===== src/rtl/flashctl_pkg.sv =====
package flashctl_pkg;

    localparam int DATA_W   = 8;
    localparam int NUM_GRD  = 4;

    // Guarded bit indices
    localparam int GI_REN   = 0;
    localparam int GI_BLK01 = 1;
    localparam int GI_MODE1 = 2;
    localparam int GI_BLK05 = 3;

    typedef struct packed {
        logic       err_erase;
        logic       err_prog;
        logic [1:0] rsv;
        logic       stop;
        logic       blk01_en;
        logic       rw_en;
        logic       ready;
    } cr0_t;

    typedef struct packed {
        logic       ab_wait;
        logic       blk05_en;
        logic [3:0] rsv_hi;
        logic       mode1;
        logic       rsv_lo;
    } cr1_t;

    // Which register holds guarded bit i (0 or 1)
    function automatic int grd_reg(input int i);
        return (i == GI_MODE1 || i == GI_BLK05) ? 1 : 0;
    endfunction

    // Bit position of guarded bit i inside its register
    function automatic int grd_pos(input int i);
        case (i)
            GI_REN:   return 1;
            GI_BLK01: return 2;
            GI_MODE1: return 1;
            default:  return 6;
        endcase
    endfunction

endpackage


===== src/rtl/flashctl_guard.sv =====
module flashctl_guard (
    input  logic clk,
    input  logic rst,
    input  logic sel_wr,
    input  logic oth_wr,
    input  logic wbit,
    input  logic busy,
    input  logic allow,
    input  logic force_clr,
    output logic q
);
    logic armed;

    always_ff @(posedge clk) begin
        if (rst) begin
            q     <= 1'b0;
            armed <= 1'b0;
        end else begin
            if (force_clr)
                q <= 1'b0;
            else if (sel_wr && !wbit)
                q <= 1'b0;
            else if (sel_wr && wbit && armed && allow && !busy)
                q <= 1'b1;

            if (busy || oth_wr)
                armed <= 1'b0;
            else if (sel_wr)
                armed <= !wbit;
        end
    end

    AST_SET_NEEDS_ARM: assert property (@(posedge clk) disable iff (rst)
        $rose(q) |-> ($past(armed) && !$past(busy) && $past(sel_wr)));

    AST_SET_NEEDS_ALLOW: assert property (@(posedge clk) disable iff (rst)
        $rose(q) |-> $past(allow));

endmodule


===== src/rtl/flashctl_status.sv =====
module flashctl_status (
    input  logic clk,
    input  logic rst,
    input  logic prog_pulse,
    input  logic erase_pulse,
    input  logic clr,
    output logic err_prog,
    output logic err_erase
);
    always_ff @(posedge clk) begin
        if (rst) begin
            err_prog  <= 1'b0;
            err_erase <= 1'b0;
        end else begin
            err_prog  <= prog_pulse  | (err_prog  & ~clr);
            err_erase <= erase_pulse | (err_erase & ~clr);
        end
    end

    AST_ERR_STICKY: assert property (@(posedge clk) disable iff (rst)
        (err_prog && !clr) |=> err_prog);

    AST_CLR_STATUS: assert property (@(posedge clk) disable iff (rst)
        (clr && !erase_pulse) |=> !err_erase);

endmodule


===== src/rtl/flashctl_wait.sv =====
module flashctl_wait (
    input  logic acc_ab,
    input  logic ab_wait,
    input  logic gen_wait,
    output logic wait_req
);
    always_comb begin
        if (acc_ab)
            wait_req = ab_wait | gen_wait;
        else
            wait_req = gen_wait;
    end
endmodule


===== src/rtl/flashctl_regs.sv =====
module flashctl_regs
    import flashctl_pkg::*;
#(
    parameter int ADDR_W   = 9,
    parameter int CR0_ADDR = 'h1B7,
    parameter int CR1_ADDR = 'h1B5
) (
    input  logic              clk,
    input  logic              rst,
    input  logic [ADDR_W-1:0] bus_addr,
    input  logic              bus_we,
    input  logic [DATA_W-1:0] bus_wdata,
    output logic [DATA_W-1:0] bus_rdata,
    input  logic              eng_ready,
    input  logic              eng_prog_err,
    input  logic              eng_erase_err,
    input  logic              eng_clr_status,
    input  logic              irq_dma_busy,
    input  logic              acc_blk_ab,
    input  logic              gen_wait,
    output logic              wait_req,
    output logic              flash_stop
);
    localparam logic [ADDR_W-1:0] A0 = ADDR_W'(CR0_ADDR);
    localparam logic [ADDR_W-1:0] A1 = ADDR_W'(CR1_ADDR);

    logic [1:0]         hit;
    logic [1:0]         wr;
    logic [NUM_GRD-1:0] g_q;
    logic               ren_clr;
    logic               stop_q;
    logic               ab_wait_q;
    logic               err_prog;
    logic               err_erase;
    cr0_t               r0;
    cr1_t               r1;
    logic               unused_wbits;

    assign hit[0]       = (bus_addr == A0);
    assign hit[1]       = (bus_addr == A1);
    assign wr           = {2{bus_we}} & hit;
    assign ren_clr      = wr[0] & ~bus_wdata[grd_pos(GI_REN)];
    assign unused_wbits = ^{bus_wdata[5:4], bus_wdata[0]};

    generate
        for (genvar i = 0; i < NUM_GRD; i++) begin : g_grd
            localparam int RI = grd_reg(i);
            localparam int BP = grd_pos(i);
            logic allow_i;
            logic force_i;
            if (i == GI_REN) begin : g_master
                assign allow_i = 1'b1;
                assign force_i = 1'b0;
            end else begin : g_dep
                assign allow_i = g_q[GI_REN];
                assign force_i = ren_clr;
            end
            flashctl_guard u_guard (
                .clk       (clk),
                .rst       (rst),
                .sel_wr    (wr[RI]),
                .oth_wr    (bus_we & ~hit[RI]),
                .wbit      (bus_wdata[BP]),
                .busy      (irq_dma_busy),
                .allow     (allow_i),
                .force_clr (force_i),
                .q         (g_q[i])
            );
        end
    endgenerate

    always_ff @(posedge clk) begin
        if (rst) begin
            stop_q    <= 1'b0;
            ab_wait_q <= 1'b0;
        end else begin
            if (wr[0]) stop_q    <= bus_wdata[3];
            if (wr[1]) ab_wait_q <= bus_wdata[7];
        end
    end

    flashctl_status u_status (
        .clk         (clk),
        .rst         (rst),
        .prog_pulse  (eng_prog_err),
        .erase_pulse (eng_erase_err),
        .clr         (eng_clr_status),
        .err_prog    (err_prog),
        .err_erase   (err_erase)
    );

    flashctl_wait u_wait (
        .acc_ab   (acc_blk_ab),
        .ab_wait  (ab_wait_q),
        .gen_wait (gen_wait),
        .wait_req (wait_req)
    );

    assign flash_stop = stop_q & g_q[GI_REN];

    always_comb begin
        r0           = '0;
        r0.ready     = eng_ready;
        r0.rw_en     = g_q[GI_REN];
        r0.blk01_en  = g_q[GI_BLK01];
        r0.stop      = stop_q;
        r0.err_prog  = err_prog;
        r0.err_erase = err_erase;
        r1           = '0;
        r1.mode1     = g_q[GI_MODE1];
        r1.blk05_en  = g_q[GI_BLK05];
        r1.ab_wait   = ab_wait_q;
        if (hit[0])      bus_rdata = r0;
        else if (hit[1]) bus_rdata = r1;
        else             bus_rdata = '0;
    end

    AST_CASCADE_CLEAR: assert property (@(posedge clk) disable iff (rst)
        !g_q[GI_REN] |-> (g_q[GI_BLK01] == 1'b0 && g_q[GI_MODE1] == 1'b0 && g_q[GI_BLK05] == 1'b0));

    AST_AB_WAIT: assert property (@(posedge clk) disable iff (rst)
        (acc_blk_ab && ab_wait_q) |-> wait_req);

    AST_STOP_NEEDS_REN: assert property (@(posedge clk) disable iff (rst)
        $rose(flash_stop) |-> g_q[GI_REN]);

endmodule


===== config.mk =====
export PLATFORM = sky130hd
export DESIGN_NAME = flashctl_regs
export DESIGN_NICKNAME = d
export VERILOG_FILES = /design/src/rtl/flashctl_pkg.sv /design/src/rtl/flashctl_guard.sv /design/src/rtl/flashctl_status.sv /design/src/rtl/flashctl_wait.sv /design/src/rtl/flashctl_regs.sv
export SDC_FILE = /design/constraint.sdc
export NUM_CORES = 1
export LEC_CHECK = 0
export ABC_AREA = 1
export BUFFER_PORTS_ARGS = -buffer_cell sky130_fd_sc_hd__buf_2
export CORE_UTILIZATION = 40
export CTS_CLUSTER_DIAMETER = 80
export DETAILED_ROUTE_END_ITERATION = 10
export MAX_ROUTING_LAYER = met4
export PLACE_DENSITY = 0.77
export SLEW_MARGIN = 5
export SYNTH_ARGS = -nofsm -noshare
export SYNTH_HDL_FRONTEND = slang
export SYNTH_SLANG_ARGS = --single-unit

===== constraint.sdc =====
create_clock -name clk -period 1 [get_ports clk]
set_clock_uncertainty 0.1 [all_clocks]
set_input_delay 0.1 -clock clk [delete_from_list [all_inputs] [get_ports clk]]
set_output_delay 0.1 -clock clk [all_outputs]
set_load 0.03 [all_outputs]

==> impl_metrics.env <==
export IMPL_status="finished, violations left"
export IMPL_violations="negative setup slack"
export IMPL_num_rows=15
export IMPL_dieHeight_um=46.3
export IMPL_fin_crit_sh=1.17
export IMPL_start_util=0.440
export IMPL_period_needed_ns=1.17
export IMPL_vias=873
export IMPL_final_max_slew_viol_count=0
export IMPL_ys_ff_latch=12
export IMPL_hp_class="input port to register"
export IMPL_routabilityCongestion=0.798
export IMPL_critPathKind="input port to output port"
export IMPL_root_buffer="clkbuf_4"
export IMPL_rsz0062_at_grt="yes"
export IMPL_drc=0
export IMPL_clkLatencyLatePin_ns=0.28
export IMPL_worstSetupEndpointType="output port"
export IMPL_fin_tns_setup_ns=-1.37
export IMPL_wl_per_cell_um=11.6
export IMPL_finalNetCount=185
export IMPL_cts_sinks=12
export IMPL_worstReg2RegStart="g_grd[0].u_guard.q"
export IMPL_synth_area_leader_cell="dfxtp_1"
export IMPL_synthToLayoutAreaGrowth_pct=61.1
export IMPL_port_buffers=31
export IMPL_dpl_cell_area_mm2=0.00103
export IMPL_grt_pass1_vias=819
export IMPL_synth_cell_area_um2=785
export IMPL_cts_tree="done"
export IMPL_core_area_mm2=0.00178
export IMPL_fp_dieW_um=46.3
export IMPL_worstPathMaxFanout=5
export IMPL_yosysUniqueCellTypes=23
export IMPL_syn_area_per_cell_um2=7.13
export IMPL_required_ns=0.80
export IMPL_worstHoldStart="irq_dma_busy"
export IMPL_cp_arrival_ns=0.97
export IMPL_worst_setup_path_start_kind="input port"
export IMPL_drt_pass1_iterations=4
export IMPL_worst_slack_ns=-0.174
export IMPL_cts_htree_levels=1
export IMPL_crit_family="simple AND/OR/NAND/NOR gates"
export IMPL_synth_area_leaders="dfxtp_1 (31%), inv_1 (11%), nand2_1 (8.1%), a21oi_1 (5.7%), nand3_1 (5.1%)"
export IMPL_p_leak_nw=0.597
export IMPL_hold_violations=0
export IMPL_place_ws_ns=-0.243
export IMPL_dieArea_mm2=0.00214
export IMPL_nFillCells=135
export IMPL_track_usage=0.231
export IMPL_timing_max_cap_violations=0
export IMPL_grt_pass1_wl_um=3390
export IMPL_cts_buffer_depth=2
export IMPL_powerDensity_mw_per_mm2=848
export IMPL_clk_pin_slew_ns=0.08
export IMPL_path_cells="buf_6 > nor2_4 > nand3_4 > nor2_4 > inv_4 > o21ai_4 > buf_6"
export IMPL_antenna_found_initial=0
export IMPL_ios=37
export IMPL_cp_startpoint="bus_addr[6]"
export IMPL_initialDrtViolationCount=19
export IMPL_synth_cells=110
export IMPL_critPathBufInv=3
export IMPL_grt_max_degree=9
export IMPL_viasPerCell=4.80
export IMPL_drive_gt1_frac=0.554
export IMPL_crit_path_max_incr_delay_ns=0.18
export IMPL_fmax_ghz=0.852
export IMPL_grt_overflow=0
export IMPL_n_antenna_cell=0
export IMPL_drt_wl_total_um=2100
export IMPL_dp_hpwl_um=1430
export IMPL_worst_hold_slack_ns=0.0206
export IMPL_finalInstanceArea_mm2=0.00126
export IMPL_setup_violations=11
export IMPL_slowest_stage="nor2_4"
export IMPL_seq_area_frac_synth=0.306
export IMPL_peakVddDrop_mv=0.688
export IMPL_yosysTopAreaCellShare=0.306
export IMPL_cts_inserted_buffers=3
export IMPL_yosysWarnings=0
export IMPL_detail_route_antenna_nets=0
-- worst paths after layout --
check,depth (start not counted),slack [ns],to
max,7,-0.17,bus_rdata[1]
min,4,0.02,g_grd[0].u_guard.q
max reg2reg,8,-0.12,g_grd[1].u_guard.q
min reg2reg,2,0.38,g_grd[3].u_guard.armed
-- cell usage in the layout (no fill, tap or decap), drive strengths merged --
| cell type | count |
|---|---|
| buf | 40 |
| inv | 25 |
| nand2 | 17 |
| nor2 | 17 |
| dfxtp | 12 |
| nand3 | 12 |
| a21oi | 9 |
| dlygate4sd3 | 5 |
| nand4 | 5 |
| o21ai | 5 |
| clkbuf | 4 |
| conb | 2 |
| nand3b | 2 |
| a21o | 1 |
| o21bai | 1 |
-- worst reg2reg max path: stages (launching register included) --
cell and delay (ns):
dfxtp_2 0.36, buf_6 0.10, buf_6 0.09, nand2_4 0.05
nor2_2 0.10, nand4_1 0.09, nand2_1 0.10, inv_2 0.04
nor2_2 0.05
-- logic make-up after synthesis --
logic type      Yosys count  synth area share
simple gates             53             0.427
other cells               1           0.00478
flops                    12             0.306
buf+inv                  28             0.148
compound gates           16             0.113
-- Yosys cell counts --
cell type   n
a21o_1      1
a21oi_1     9
buf_4       2
clkbuf_4    1
conb_1      1
dfxtp_1    12
inv_1      24
inv_2       1
nand2_1    17
nand3_1     8
nand3_2     3
nand3_4     1
nand3b_1    1
nand3b_4    1
nand4_1     4
nand4_4     1
nor2_1     10
nor2_2      3
nor2_4      3
nor2_8      1
o21ai_0     3
o21ai_1     2
o21bai_2    1
-- sequential cells by signal (all words and copies together) (netlist names) --
register	count
g_grd.u_guard.q	4
u_status.err_erase	1
g_grd.u_guard.armed	4
u_status.err_prog	1
ab_wait_q	1
stop_q	1
-- per-stage QoR --
stage / instances / power [mW] / utilization
after floorplan: 111 / 0.585 / -
after global placement: 169 / 0.645 / 0.575
after detailed placement: 169 / 0.647 / 0.575
after CTS: 182 / 1.07 / 0.700
after global routing: 182 / 1.11 / 0.709
final: 182 / 1.07 / 0.709
-- metal layers --
| metal | up-vias | part of all wire | GRT usage |
|---|---|---|---|
| li1 | 441 | - | - |
| met1 | 396 | 0.37 | 0.257 |
| met2 | 34 | 0.55 | 0.408 |
| met3 | 2 | 0.073 | 0.0588 |
| met4 | 0 | 0.0052 | 0.0529 |
| met5 | - | 0 | - |
-- layout make-up --
type                    instances  area (um^2)  share of cell area
inverters                      25          101              0.0802
repair buffers                 45          339               0.268
flip-flops and latches         12          245               0.194
multi-input cells              71          510               0.404
well taps                      25         31.3              0.0248
clock buffers                   4         36.3              0.0287
-- power breakdown --
| part | leakage [nW] | switching (mW) | internal, mW |
|---|---|---|---|
| clock network | 0.0210 | 0.179 | 0.222 |
| registers | 0.0993 | 0.00330 | 0.483 |
| logic | 0.477 | 0.101 | 0.0836 |
| total | 0.597 | 0.283 | 0.788 |
-- what timing repair did --
item,CTS,global route
resized for setup,34,10
hold buffers,5,0
hold endpoints to repair,4,0
pin swaps,8,7
endpoints found under the setup margin,9,11
buffers inserted,4,0
No activity file was read; power rests on OpenSTA's default activity.
